<file path="config.mk">
export PLATFORM = sky130hd
export DESIGN_NAME = sec_rtc
export DESIGN_NICKNAME = d
export VERILOG_FILES = /design/src/rtl/rtc_pkg.sv /design/src/rtl/rtc_prescaler.sv /design/src/rtl/rtc_seconds.sv /design/src/rtl/rtc_alarm.sv /design/src/rtl/sec_rtc.sv
export SDC_FILE = /design/constraint.sdc
export NUM_CORES = 1
export LEC_CHECK = 0
export CELL_PAD_IN_SITES_DETAIL_PLACEMENT = 1
export CELL_PAD_IN_SITES_GLOBAL_PLACEMENT = 1
export CORE_AREA = 5 5 143 145
export DETAILED_ROUTE_END_ITERATION = 12
export DIE_AREA = 0 0 148 150
export GPL_TIMING_DRIVEN = 0
export PLACE_DENSITY = 0.81
export SLEW_MARGIN = 20
export SYNTH_ARGS = -nofsm -noshare
export SYNTH_HDL_FRONTEND = slang
export SYNTH_SLANG_ARGS = --single-unit
</file>
<file path="constraint.sdc">
create_clock -name clk -period 3.2 [get_ports clk]
set_input_delay 0.64 -clock clk [delete_from_list [all_inputs] [get_ports clk]]
set_output_delay 0.64 -clock clk [all_outputs]
set_load 0.005 [all_outputs]
</file>
<file path="src/rtl/rtc_pkg.sv">
package rtc_pkg;
    localparam int unsigned DW = 32;
    localparam int unsigned AW = 5;

    // word slot decoded from bus_addr[4:2]
    typedef enum logic [2:0] {
        SLOT_COUNT = 3'd0,
        SLOT_ALARM = 3'd1,
        SLOT_LOAD  = 3'd2,
        SLOT_CTRL  = 3'd3,
        SLOT_STAT  = 3'd4,
        SLOT_RAW   = 3'd5,
        SLOT_ACK   = 3'd6,
        SLOT_VER   = 3'd7
    } slot_e;

    // control bits, msb first: roll-over(3), run(2), mask(1), arm(0)
    typedef struct packed {
        logic roll;
        logic run;
        logic mask;
        logic arm;
    } ctrl_t;

    localparam int unsigned CTRL_W = $bits(ctrl_t);
endpackage

</file>
<file path="src/rtl/rtc_prescaler.sv">
module rtc_prescaler #(
    parameter int unsigned TICK_DIV = 32768
) (
    input  logic clk,
    input  logic rst_n,
    input  logic run,
    output logic tick
);
    localparam int unsigned PW = (TICK_DIV > 1) ? $clog2(TICK_DIV) : 1;
    localparam logic [PW-1:0] LAST = PW'(TICK_DIV - 1);

    typedef struct packed {
        logic [PW-1:0] phase;
    } pre_t;

    pre_t pre_d, pre_q;

    always_comb begin
        pre_d = pre_q;
        if (!run) begin
            pre_d.phase = '0;
        end else if (pre_q.phase == LAST) begin
            pre_d.phase = '0;
        end else begin
            pre_d.phase = pre_q.phase + PW'(1);
        end
    end

    always_ff @(posedge clk or negedge rst_n) begin
        if (!rst_n) pre_q <= '0;
        else        pre_q <= pre_d;
    end

    assign tick = run && (pre_q.phase == LAST);
endmodule

</file>
<file path="src/rtl/rtc_seconds.sv">
module rtc_seconds
    import rtc_pkg::*;
(
    input  logic          clk,
    input  logic          rst_n,
    input  logic          tick,
    input  logic          roll,
    input  logic          ld_wr,
    input  logic [DW-1:0] ld_val,
    output logic [DW-1:0] cnt,
    output logic [DW-1:0] nxt_cnt,
    output logic [DW-1:0] load,
    output logic          pend
);
    typedef struct packed {
        logic [DW-1:0] cnt;
        logic [DW-1:0] load;
        logic          pend;
    } sec_t;

    sec_t sec_d, sec_q;

    always_comb begin
        sec_d = sec_q;
        if (tick) begin
            if (sec_q.pend) begin
                sec_d.cnt  = sec_q.load;
                sec_d.pend = 1'b0;
            end else if (&sec_q.cnt) begin
                sec_d.cnt = roll ? '0 : sec_q.cnt;
            end else begin
                sec_d.cnt = sec_q.cnt + DW'(1);
            end
        end
        // a fresh write always re-arms the pending transfer
        if (ld_wr) begin
            sec_d.load = ld_val;
            sec_d.pend = 1'b1;
        end
    end

    always_ff @(posedge clk or negedge rst_n) begin
        if (!rst_n) sec_q <= '0;
        else        sec_q <= sec_d;
    end

    assign cnt     = sec_q.cnt;
    assign nxt_cnt = sec_d.cnt;
    assign load    = sec_q.load;
    assign pend    = sec_q.pend;
endmodule

</file>
<file path="src/rtl/rtc_alarm.sv">
module rtc_alarm
    import rtc_pkg::*;
(
    input  logic          clk,
    input  logic          rst_n,
    input  logic          upd,
    input  logic [DW-1:0] nxt_cnt,
    input  logic [DW-1:0] alarm,
    input  logic          arm,
    input  logic          mask,
    input  logic          ack,
    output logic          hit,
    output logic          raw,
    output logic          stat
);
    typedef struct packed {
        logic raw;
    } alm_t;

    alm_t alm_d, alm_q;

    always_comb begin
        alm_d = alm_q;
        hit   = upd && arm && (nxt_cnt == alarm);
        if (hit)      alm_d.raw = 1'b1;
        else if (ack) alm_d.raw = 1'b0;
    end

    always_ff @(posedge clk or negedge rst_n) begin
        if (!rst_n) alm_q <= '0;
        else        alm_q <= alm_d;
    end

    assign raw  = alm_q.raw;
    assign stat = alm_q.raw & ~mask;
endmodule

</file>
<file path="src/rtl/sec_rtc.sv">
module sec_rtc
    import rtc_pkg::*;
#(
    parameter int unsigned TICK_DIV   = 32768,
    parameter logic [31:0] VERSION_ID = 32'h0001_0000
) (
    input  logic          clk,
    input  logic          rst_n,
    input  logic          bus_sel,
    input  logic          bus_wr,
    input  logic [AW-1:0] bus_addr,
    input  logic [DW-1:0] bus_wdata,
    output logic [DW-1:0] bus_rdata,
    output logic          irq
);
    typedef struct packed {
        logic [DW-1:0] alarm;
        ctrl_t         ctrl;
    } regs_t;

    regs_t reg_d, reg_q;

    slot_e         slot;
    logic          aligned;
    logic          wr_en;
    logic          rd_en;
    logic          ld_wr;
    logic          ack;
    logic          tick;
    logic          hit;
    logic          raw;
    logic          stat;
    logic          pend;
    logic [DW-1:0] cnt;
    logic [DW-1:0] nxt_cnt;
    logic [DW-1:0] load_q;
    logic          c_arm;
    logic          c_mask;
    logic          c_run;
    logic          c_roll;

    // ---------------- decode ----------------
    always_comb begin
        slot    = slot_e'(bus_addr[AW-1:2]);
        aligned = (bus_addr[1:0] == 2'b00);
        wr_en   = bus_sel && bus_wr && aligned;
        rd_en   = bus_sel && !bus_wr && aligned;
        ld_wr   = wr_en && (slot == SLOT_LOAD);
        ack     = rd_en && (slot == SLOT_ACK);
    end

    // ---------------- writable registers ----------------
    always_comb begin
        reg_d = reg_q;
        if (wr_en) begin
            unique case (slot)
                SLOT_ALARM: reg_d.alarm = bus_wdata;
                SLOT_CTRL:  reg_d.ctrl  = ctrl_t'(bus_wdata[CTRL_W-1:0]);
                default:    ;
            endcase
        end
    end

    always_ff @(posedge clk or negedge rst_n) begin
        if (!rst_n) reg_q <= '0;
        else        reg_q <= reg_d;
    end

    assign c_arm  = reg_q.ctrl.arm;
    assign c_mask = reg_q.ctrl.mask;
    assign c_run  = reg_q.ctrl.run;
    assign c_roll = reg_q.ctrl.roll;

    // ---------------- datapath ----------------
    rtc_prescaler #(.TICK_DIV(TICK_DIV)) u_pre (
        .clk  (clk),
        .rst_n(rst_n),
        .run  (c_run),
        .tick (tick)
    );

    rtc_seconds u_sec (
        .clk    (clk),
        .rst_n  (rst_n),
        .tick   (tick),
        .roll   (c_roll),
        .ld_wr  (ld_wr),
        .ld_val (bus_wdata),
        .cnt    (cnt),
        .nxt_cnt(nxt_cnt),
        .load   (load_q),
        .pend   (pend)
    );

    rtc_alarm u_alm (
        .clk    (clk),
        .rst_n  (rst_n),
        .upd    (tick),
        .nxt_cnt(nxt_cnt),
        .alarm  (reg_q.alarm),
        .arm    (c_arm),
        .mask   (c_mask),
        .ack    (ack),
        .hit    (hit),
        .raw    (raw),
        .stat   (stat)
    );

    // ---------------- read mux ----------------
    always_comb begin
        bus_rdata = '0;
        if (aligned) begin
            unique case (slot)
                SLOT_COUNT: bus_rdata = cnt;
                SLOT_ALARM: bus_rdata = reg_q.alarm;
                SLOT_LOAD:  bus_rdata = load_q;
                SLOT_CTRL:  bus_rdata = DW'(reg_q.ctrl);
                SLOT_STAT:  bus_rdata = DW'(stat);
                SLOT_RAW:   bus_rdata = DW'(raw);
                SLOT_ACK:   bus_rdata = '0;
                SLOT_VER:   bus_rdata = VERSION_ID;
                default:    bus_rdata = '0;
            endcase
        end
    end

    assign irq = stat;
endmodule

</file>
-- Word-level counts from Yosys, hierarchy flattened
Index checks and enable logic that the tools add are counted.
- bits in registers: 117
- output and inout bits: 33
- input port bits: 41
- equal/unequal tests: 9
- multiplexer cells: 12
- bitwise gates (word level): 2
- reductions and logical operators: 17
- $add $sub $neg: 2
- operators by type and width (operator ; number):
    32-bit one-hot mux with 8 select lines ; 1
    32-bit two-way mux ; 5
    32-bit by 1-bit adder with 32-bit output, second input constant ; 1
    32-bit == test ; 1
    32-bit AND reduction ; 1
    15-bit two-way mux ; 2
    15-bit by 1-bit adder with 15-bit output, second input constant ; 1
    15-bit == test, second input constant ; 1
    3-bit == test, second input constant ; 4
    1-bit logical AND ; 9
    3-bit by 2-bit == test with 1-bit output, second input constant ; 2
    1-bit two-way mux ; 4
    2-bit AND reduction ; 2
    2-bit nonzero test ; 2
    3-bit by 1-bit == test with 1-bit output, second input constant ; 1
    3-bit zero test ; 1
    2-bit zero test ; 1
    1-bit bitwise AND ; 1
    1-bit zero test ; 1
    1-bit inverter ; 1

-- Depth between registers and ports, before layout
Gate-level depths: netlist of the first run.
- depth after elaboration: 7
- mapped depth: 12
- gate-level depth less buffers: 10

-- Cells and area by module
From an unflattened synthesis of the first run, not the netlist that was laid out.
- cells, all modules: 676
- area, all modules: 6882.9 µm²
- by module, submodules not included (module ; cells each ; instances ; area each (µm²)):
    rtc_seconds ; 349 ; 1 ; 3593.4
    sec_rtc ; 208 ; 1 ; 2135.8
    rtc_prescaler ; 71 ; 1 ; 744.5
    rtc_alarm ; 48 ; 1 ; 409.1

-- Worst setup path after synthesis of the first run
No wires, ideal clock.
- kind: flip-flop to flip-flop
- start point: reg u_pre.pre_q[0] in the netlist's numbering
- end point: reg u_alm.alm_q (netlist: u_alm.raw)
- stages on the path, launching flop included: 12
- arrival: 3.321 ns
- setup time: 0.092 ns
- clock period less this slack: 3.413 ns
- slack: -0.213 ns
- data required time: 3.108 ns
- cells stage by stage: dfrtp_1 ha_1 nand3_2 or4_4 or2_0 buf_6 or4_4 and4_4 or4_1 nor4_1 nand4_1 o31ai_2
- longest elaborated chain between the ends: 6
- elaborated cells on any way between the ends: 8
- those cells by class: eq/ne (2); mux (2); reduce/logical (4)
- RTL lines (item ; line ; source):
    from (decl) ; rtc_prescaler.sv:16 ; pre_t pre_d, pre_q;
    from (signal assigned) ; rtc_prescaler.sv:31 ; else pre_q <= pre_d;
    15-bit == test * ; rtc_prescaler.sv:34 ; assign tick = run && (pre_q.phase == LAST);
    1-bit logical AND * ; rtc_prescaler.sv:34 ;
    32-bit two-way mux ; rtc_seconds.sv:25 ; if (tick) begin
    32-bit == test ; rtc_alarm.sv:24 ; hit = upd && arm && (nxt_cnt == alarm);
    1-bit logical AND * ; rtc_alarm.sv:24 ;
    1-bit two-way mux or 2-bit nonzero test (tied branches) ; n/a ;
    to (signal assigned) ; rtc_alarm.sv:31 ; else alm_q <= alm_d;
    to (decl) ; rtc_alarm.sv:20 ; alm_t alm_d, alm_q;
Every way passes the cells marked *; elsewhere a longest branch is shown, timed or not.
A chain may end at the register's enable or synchronous reset.

-- Worst setup path after layout of the first run
- start point: reg u_sec.sec_q (netlist bit u_sec.cnt[11])
- end point: reg u_alm.alm_q (netlist: u_alm.raw)
- longest elaborated chain between the ends: 7
- elaborated cells on any way between the ends: 10
- those cells by class: add/sub (1); eq/ne (1); mux (5); reduce/logical (3)
- RTL lines (item ; line ; source):
    from (decl) ; rtc_seconds.sv:21 ; sec_t sec_d, sec_q;
    from (signal assigned) ; rtc_seconds.sv:43 ; if (!rst_n) sec_q <= '0;
    from (signal assigned) ; rtc_seconds.sv:44 ; else sec_q <= sec_d;
    32-bit by 1-bit adder with 32-bit output or 32-bit AND reduction (tied branches) ; rtc_seconds.sv:32, rtc_seconds.sv:29 ;
    32-bit two-way mux * ; rtc_seconds.sv:29 ; end else if (&sec_q.cnt) begin
    32-bit two-way mux * ; rtc_seconds.sv:26 ; if (sec_q.pend) begin
    32-bit two-way mux * ; rtc_seconds.sv:25 ;
    via nxt_cnt[19] ; sec_rtc.sv:35 ; logic [DW-1:0] nxt_cnt;
    32-bit == test * ; rtc_alarm.sv:24 ;
    1-bit logical AND * ; rtc_alarm.sv:24 ;
    1-bit two-way mux or 2-bit nonzero test (tied branches) ; n/a ;
Mark *: on every way through the listed nets, which the timed path passes. The rest lies on a longest branch.

==> summary.md, run 1 <==
| Metric | Value |
|---|---|
| Status | complete, but fails checks |
| Failing checks | negative setup slack |
| Most common cell after layout, fill and taps aside | dfrtp_1 |
| Most frequent cells in the layout | dfrtp_1, nor2_1, nand2_1 |
| LEAKAGE | about 0.0040 uW |
| Pre-CTS WS | -1.48 ns |
| DR WL/cell | roughly 26 um |
| Clock slew at reported path FFs | ~0.06 ns |
| Nets | a little over 1000 |
| Total Die Area | approximately 22000 um^2 |
| Max Root-Sink Buffers | 2 |
| Initial core utilization | 0.389 |
| EDFF count, synth | 0 |
| Placer Congestion | 1.02 |
| Total track usage | 0.295 |
| Clock Latency Late Sink | roughly 0.43 ns |
| CTS tree | yes |
| Design Area, Final | 9680 um^2 |
| Share of layout cells above drive strength 1 | 0.198 |
| Max Used Layer | met4 |
| Post-synthesis sequential area ratio | 0.395 |
| Fraction of registers with async set/reset | 1.00 |
| Final Skew | roughly 0.0088 ns |
| Die H | roughly 150 um |
| Internal Pwr Total | ~3100 uW |
| Max-cap violations | 0 |
| Unique masters post-synth | between 70 and 80 |
| Reg2reg path depth | 12 |
| R2r startpoint | u_sec.cnt[11]$_DFF_PN0_ |
| Worst EP arrival | 3.68 ns |
| Number of vias per cell | ~6.3 |
| Switching Power | 1530 uW |
| Area of the core | between 15000 and 20000 um^2 |
| WS Path Type | flip-flop to flip-flop |
| Pins over their slew limit | 0 |
| # IOs | 74 |
| Reg power frac | 0.385 |
| Rel. slew slack | 0.410 |
| Critical path launch point | u_sec.cnt[11]$_DFF_PN0_ |
| Hold slack | 0.157 ns |
| Fin worst setup slack | -0.140 ns |
| Layout Utilization | 0.507 |
| YS warnings | 0 |
| Largest net degree at the start of global routing | 67 |
| Startpoint Class | flip-flop |
| Syn Inst Count | around 880 |
| CP max FO | 10 |
| First-pass GRT wire length | 49.4 mm |
| Pre-Repair DR Iteration Count | 5 |
| Hpwl dp | 23.1 mm |
| Final Cycle Share | 1.04 |
| Area growth, synth to finish | 30.5% |
| CTS root buf | clkbuf_16 |
| CTS Buf Count | 17 |
| DR iter-0 viols | 642 |
| H-tree depth | 4 |
| Fmax | about 300 MHz |
| WL final | 32.9 mm |
| Slew @ Worst Pin | 0.885 ns |
| VDD IR-drop max | about 0.3 mV |
| Setup violations, final | 1 |
| Placed cells | around 1200 |
| Clk network pwr share | 0.421 |
| Metal2 WL | approximately 15 mm |
| Post-Syn Nets | 924 |
| Worst Setup End Kind | flip-flop |
| Met3 WL | approximately 2.2 mm |
| Post-Syn Area | between 7000 and 8000 um^2 |
| # rows | just over 50 |
| #FFs+latches synth | approximately 120 |
| Crit path time final | between 3 and 4 ns |
| CTS sink cnt | 117 |
| Comb power frac | 0.194 |
| Port Buffers | between 70 and 80 |
| Grt ovf | 0 |
| Vias in the first global route | between 7000 and 8000 |
| Power per standard cell area | around 480 nW/um^2 |
| Final std cells w/o fill | approximately 1200 |
| Ant diodes | 0 |
| Critical Path RT | about 3.5 ns |
| DRT antenna net count | 0 |
| Switch share | 0.333 |
| Die W | between 100 and 150 um |
| Hold-fix buffers at CTS | 0 |
| Unrepaired setup endpoints after global routing | yes |
| Initial antenna violation count | 0 |
| Vias | approximately 7800 |
| DRC | 0 |
| Avg Cell Area, Syn | about 8.4 um^2 |
| Worst hold path type | input pin to asynchronous set/reset pin |
| Top_reg_cell synth | dfrtp_1 |
| Area post-placement | 8470 um^2 |
| Final Hold Violating Endpoints | 0 |
| M1 wire length | 14.4 mm |
==> critical path, stage by stage (launching register included) <==
cell and delay [ns]:
dfrtp_2 0.47, nand4_1 0.16, buf_4 0.18, nor4_4 0.37, buf_8 0.21, a31o_2 0.18
clkbuf_4 0.24, a21oi_1 0.07, a211o_1 0.33, xor2_1 0.17, nor4_2 0.36, nand4_1 0.25
o31ai_2 0.23
==> registers in the layout (all words and copies together) (netlist names), 15 cells and up <==
register and count:
reg_q 32, u_sec.cnt 32, u_sec.load 32, u_pre.pre_q 15
==> cell type report <==
class | instances | area (um^2)
Fill cell | 2198 | 9400
Tap cell | 238 | 298
Buffer | 49 | 287
Multi-Input combinational cell | 662 | 4430
Sequential cell | 117 | 2940
Inverter | 38 | 143
Clock inverter | 14 | 144
Timing Repair Buffer | 106 | 1010
Clock buffer | 18 | 429
==> cell usage after synthesis (all sizes together), types with 26 or more instances <==
cell | count | area, um^2
o21ai | 86 | 430
inv | 38 | 143
nand4 | 29 | 181
nor2 | 91 | 342
nand3 | 26 | 135
nand2 | 85 | 319
dfrtp | 117 | 2930
clkbuf | 55 | 206
nor2b | 29 | 181
mux2 | 37 | 417
o22ai | 26 | 163
==> layer usage <==
metal  track usage  vias up
met1         0.407     3980
met4        0.0887        0
met5             0        -
li1              -     3422
met2         0.472      369
met3        0.0581       68
==> repair_timing <==
item,CTS,global route
pin swaps,16,22
resized for setup,70,80
buffers inserted,19,15
endpoints found under the setup margin,113,32
gates cloned,0,0
endpoints found under the hold margin,0,0
==> metrics by stage <==
step | total power (uW) | setup TNS, ns
global route | 4760 | -0.247
global placement | 2550 | -465.48
CTS | 4540 | -0.307
finish | 4600 | -0.140
floorplan | 2190 | 0
detailed placement | 2580 | -68.44
==> power groups by stage <==
| stage | Clock, uW | Sequential, uW | Combinational, uW |
|---|---|---|---|
| 6_report | 1940 | 1770 | 892 |
| 5_1_grt | 2020 | 1790 | 957 |
| 4_1_cts | 1930 | 1770 | 846 |
| 3_5_place_dp | 0 | 1790 | 794 |
| 3_3_place_gp | 0 | 1780 | 770 |
| 2_1_floorplan | 0 | 1730 | 456 |
==> worst paths after layout <==
| kind | end | slack (ns) |
|---|---|---|
| worst max-delay path | u_alm.raw$_DFFE_PN0P_ | -0.14 |
| worst min-delay path | reg_q[25]$_DFFE_PN0P_ | 0.16 |
| worst max register to register | u_alm.raw$_DFFE_PN0P_ | -0.14 |
| worst min register to register | reg_q[15]$_DFFE_PN0P_ | 0.57 |
| max in group asynchronous | u_sec.cnt[5]$_DFF_PN0_ | 2.30 |
| min in group clk | reg_q[15]$_DFFE_PN0P_ | 0.57 |
==> cell families (layout without fill, tap and decap cells) <==
kind of cell | Yosys count | count (layout) | synth area share
and+or+nand+nor | 353 | 353 | 0.243
adders and majority gates | 2 | 2 | 0.00337
xor gates and xnor gates | 38 | 38 | 0.0449
buffers and inverters | 102 | 225 | 0.0526
muxes | 47 | 47 | 0.0697
DFF | 117 | 117 | 0.395
AOI/OAI and AO/OA | 222 | 222 | 0.192
No activity file was read; power rests on OpenSTA's default activity.
==> run 2: changes to the inputs <==
Settings changed: CTS_CLUSTER_SIZE set to 12, PLACE_DENSITY 0.81 to 0.85.
==> summary.md, run 2 (synthesis results as in run 1) <==
| Metric | Value |
|---|---|
| Status | complete, but fails checks |
| Failing checks | negative setup slack |
| Vias | 7989 (+1.9%) |
| Pins over their slew limit | 0 (unchanged) |
| Unrepaired setup endpoints after global routing | yes |
| CTS sink cnt | 117 (unchanged) |
| CTS tree | yes |
| WS Path Type | flip-flop to flip-flop |
| Met3 WL | 2.50 mm (+15%) |
| Largest net degree at the start of global routing | 70 (+4.5%) |
| Comb power frac | 0.193 (about the same) |
| Max Root-Sink Buffers | 2 (unchanged) |
| CP max FO | 10 (unchanged) |
| Switch share | 0.346 (+0.0132) |
| Die W | 148 um (unchanged) |
| Initial antenna violation count | 0 (unchanged) |
| Share of layout cells above drive strength 1 | 0.233 (+0.0347) |
| DR WL/cell | 26.8 um (+1.3%) |
| Final Hold Violating Endpoints | 0 (unchanged) |
| Placer Congestion | 1.00 (-2.0%) |
| WL final | 33.9 mm (+3.1%) |
| Internal Pwr Total | 3010 uW (-1.8%) |
| # rows | 51 (unchanged) |
| Worst Setup End Kind | flip-flop |
| Slew @ Worst Pin | 0.917 ns (+0.0319 ns) |
| Area growth, synth to finish | 34.0% |
| Area of the core | 19100 um^2 (unchanged) |
| Total Die Area | 22200 um^2 (unchanged) |
| Die H | 150 um (unchanged) |
| Setup violations, final | 1 (unchanged) |
| Clk network pwr share | 0.420 (about the same) |
| Initial core utilization | 0.389 (unchanged) |
| Number of vias per cell | 6.32 (+0.14%) |
| Nets | 1056 (+2.1%) |
| CTS root buf | clkbuf_16 |
| Fmax | 292 MHz (-2.6%) |
| LEAKAGE | 0.00410 uW (+2.5%) |
| DR iter-0 viols | 754 (+17%) |
| Ant diodes | 0 (unchanged) |
| Placed cells | 1192 (+0.084%) |
| Total track usage | 0.296 (about the same) |
| DRC | 0 (unchanged) |
| Worst hold path type | input pin to asynchronous set/reset pin |
| Hpwl dp | 23.3 mm (+0.59%) |
| # fillers | 2191 (-0.32%) |
| Final Skew | 0.0114 ns (+0.00261 ns) |
| VDD IR-drop max | 0.372 mV (+24%) |
| Critical Path RT | 3.53 ns (about the same) |
| Max-cap violations | 0 (unchanged) |
| Switching Power | 1590 uW (+4.1%) |
| Pre-Repair DR Iteration Count | 5 (unchanged) |
| Metal2 WL | 15.5 mm (+0.42%) |
| Grt ovf | 0 (unchanged) |
| Most common cell after layout, fill and taps aside | dfrtp_1 |
| Hold-fix buffers at CTS | 0 (unchanged) |
| Worst EP arrival | 3.76 ns (+0.08 ns) |
| Port Buffers | 71 (unchanged) |
| Reg power frac | 0.387 (+0.002) |
| Power, Total | 4610 uW (+0.14%) |
| DRT antenna net count | 0 (unchanged) |
| # IOs | 74 (unchanged) |
| Clock slew at reported path FFs | 0.07 ns (about the same) |
| Power per standard cell area | 463 nW/um^2 (-2.5%) |
| Vias in the first global route | 8128 (+2.2%) |
| Fin worst setup slack | -0.228 ns (-0.0886 ns) |
| Max Used Layer | met4 |
| Register Area | 2950 um^2 (+0.21%) |
| First-pass GRT wire length | 49.6 mm (+0.43%) |
| Clock Latency Late Sink | 0.44 ns (about the same) |
| Pre-CTS WS | -1.30 ns (+0.185 ns) |
| H-tree depth | 4 (unchanged) |
| Multi-input logic area | 4500 um^2 (+1.5%) |
| Reg2reg setup slack | -0.23 ns (-0.09 ns) |
| M1 wire length | 14.4 mm (+0.47%) |
| CTS Buf Count | 17 (unchanged) |
| Crit path time final | 3.43 ns (+0.0886 ns) |
| Most frequent cells in the layout | dfrtp_1, nor2_1, nand2_1 |
| Startpoint Class | flip-flop |
| Rel. slew slack | 0.387 (-0.0235) |
| Final std cells w/o fill | 1264 (+1.8%) |
| Final Cycle Share | 1.07 (+0.0277) |
| Layout Utilization | 0.521 (+0.0136) |
run 2: changes by cell type in the layout (fill, tap and decap cells not counted), moves of 4 or more:
cell / before / now
dfrtp_2: 13 / 18
dfrtp_1: 104 / 99
buf_4: 35 / 57
o21ai_1: 15 / 11
nor4_2: 4 / 8
inv_8: 2 / 7
clkinv_4: 4 / 0
run 2: layout make-up:
type	instances	share of cell area
Inverter	38	0.0143
Tap cell	238	0.0300
Clock buffer	17	0.0428
Timing Repair Buffer	129	0.120
Clock inverter	15	0.0147
Buffer	48	0.0288
Multi-Input combinational cell	662	0.452
Sequential cell	117	0.297
run 2: final timing paths:
| check | start | end | cells after the start |
|---|---|---|---|
| setup / recovery | u_sec.pend$_DFFE_PN0P_ | u_alm.raw$_DFFE_PN0P_ | 11 |
| hold / removal | rst_n | reg_q[32]$_DFFE_PN0P_ | 1 |
| setup reg to reg | u_sec.pend$_DFFE_PN0P_ | u_alm.raw$_DFFE_PN0P_ | 11 |
| hold reg to reg | u_pre.pre_q[13]$_DFF_PN0_ | u_pre.pre_q[13]$_DFF_PN0_ | 2 |
| max in group asynchronous | rst_n | u_sec.cnt[10]$_DFF_PN0_ | 2 |
| min in group clk | u_pre.pre_q[13]$_DFF_PN0_ | u_pre.pre_q[13]$_DFF_PN0_ | 2 |
run 2: power by group through the flow:
stage               combinational (uW)  clock (uW)  sequential, uW
floorplan                          456           0            1730
global placement                   763           0            1780
detailed placement                 790           0            1790
CTS                                831        1940            1770
global route                       951        2020            1790
finish                             888        1940            1780
run 2: per-layer routing:
metal | vias up | track usage
met5 | - | 0
met4 | 0 | 0.120
met3 | 100 | 0.0645
met2 | 387 | 0.467
met1 | 4041 | 0.395
li1 | 3461 | -
run 2: repair_timing:
action	4_1_cts	5_1_grt
setup buffers	21	35
gates resized for setup	77	87
pin swaps	23	28
setup endpoints to repair	80	33
run 2: metrics by stage:
step / hold WS, ns / setup TNS, ns / area, um^2
after CTS: 0.164 / -0.287 / 9430
final: 0.136 / -0.228 / 9940
after floorplan: 0.344 / 0 / 7420
after global placement: 0.483 / -456.45 / 8430
after global routing: 0.184 / -0.306 / 9940
after detailed placement: 0.499 / -41.81 / 8490
run 2: worst max-delay path, stage by stage, from the launching register on:
cell and delay [ns]:
dfrtp_1 0.40, clkbuf_2 0.34, clkbuf_2 0.37, clkbuf_1 0.68, nor2_1 0.12, a21oi_1 0.17
o32ai_1 0.10, a311oi_1 0.31, nand3_1 0.11, nor4_1 0.18, nand4_1 0.25, o31ai_2 0.30
==> run 3: changes to the inputs <==
Settings changed: TNS_END_PERCENT set to 100.
==> results of run 3 <==
Final layout, timing and power as in run 2 (identical DEF).
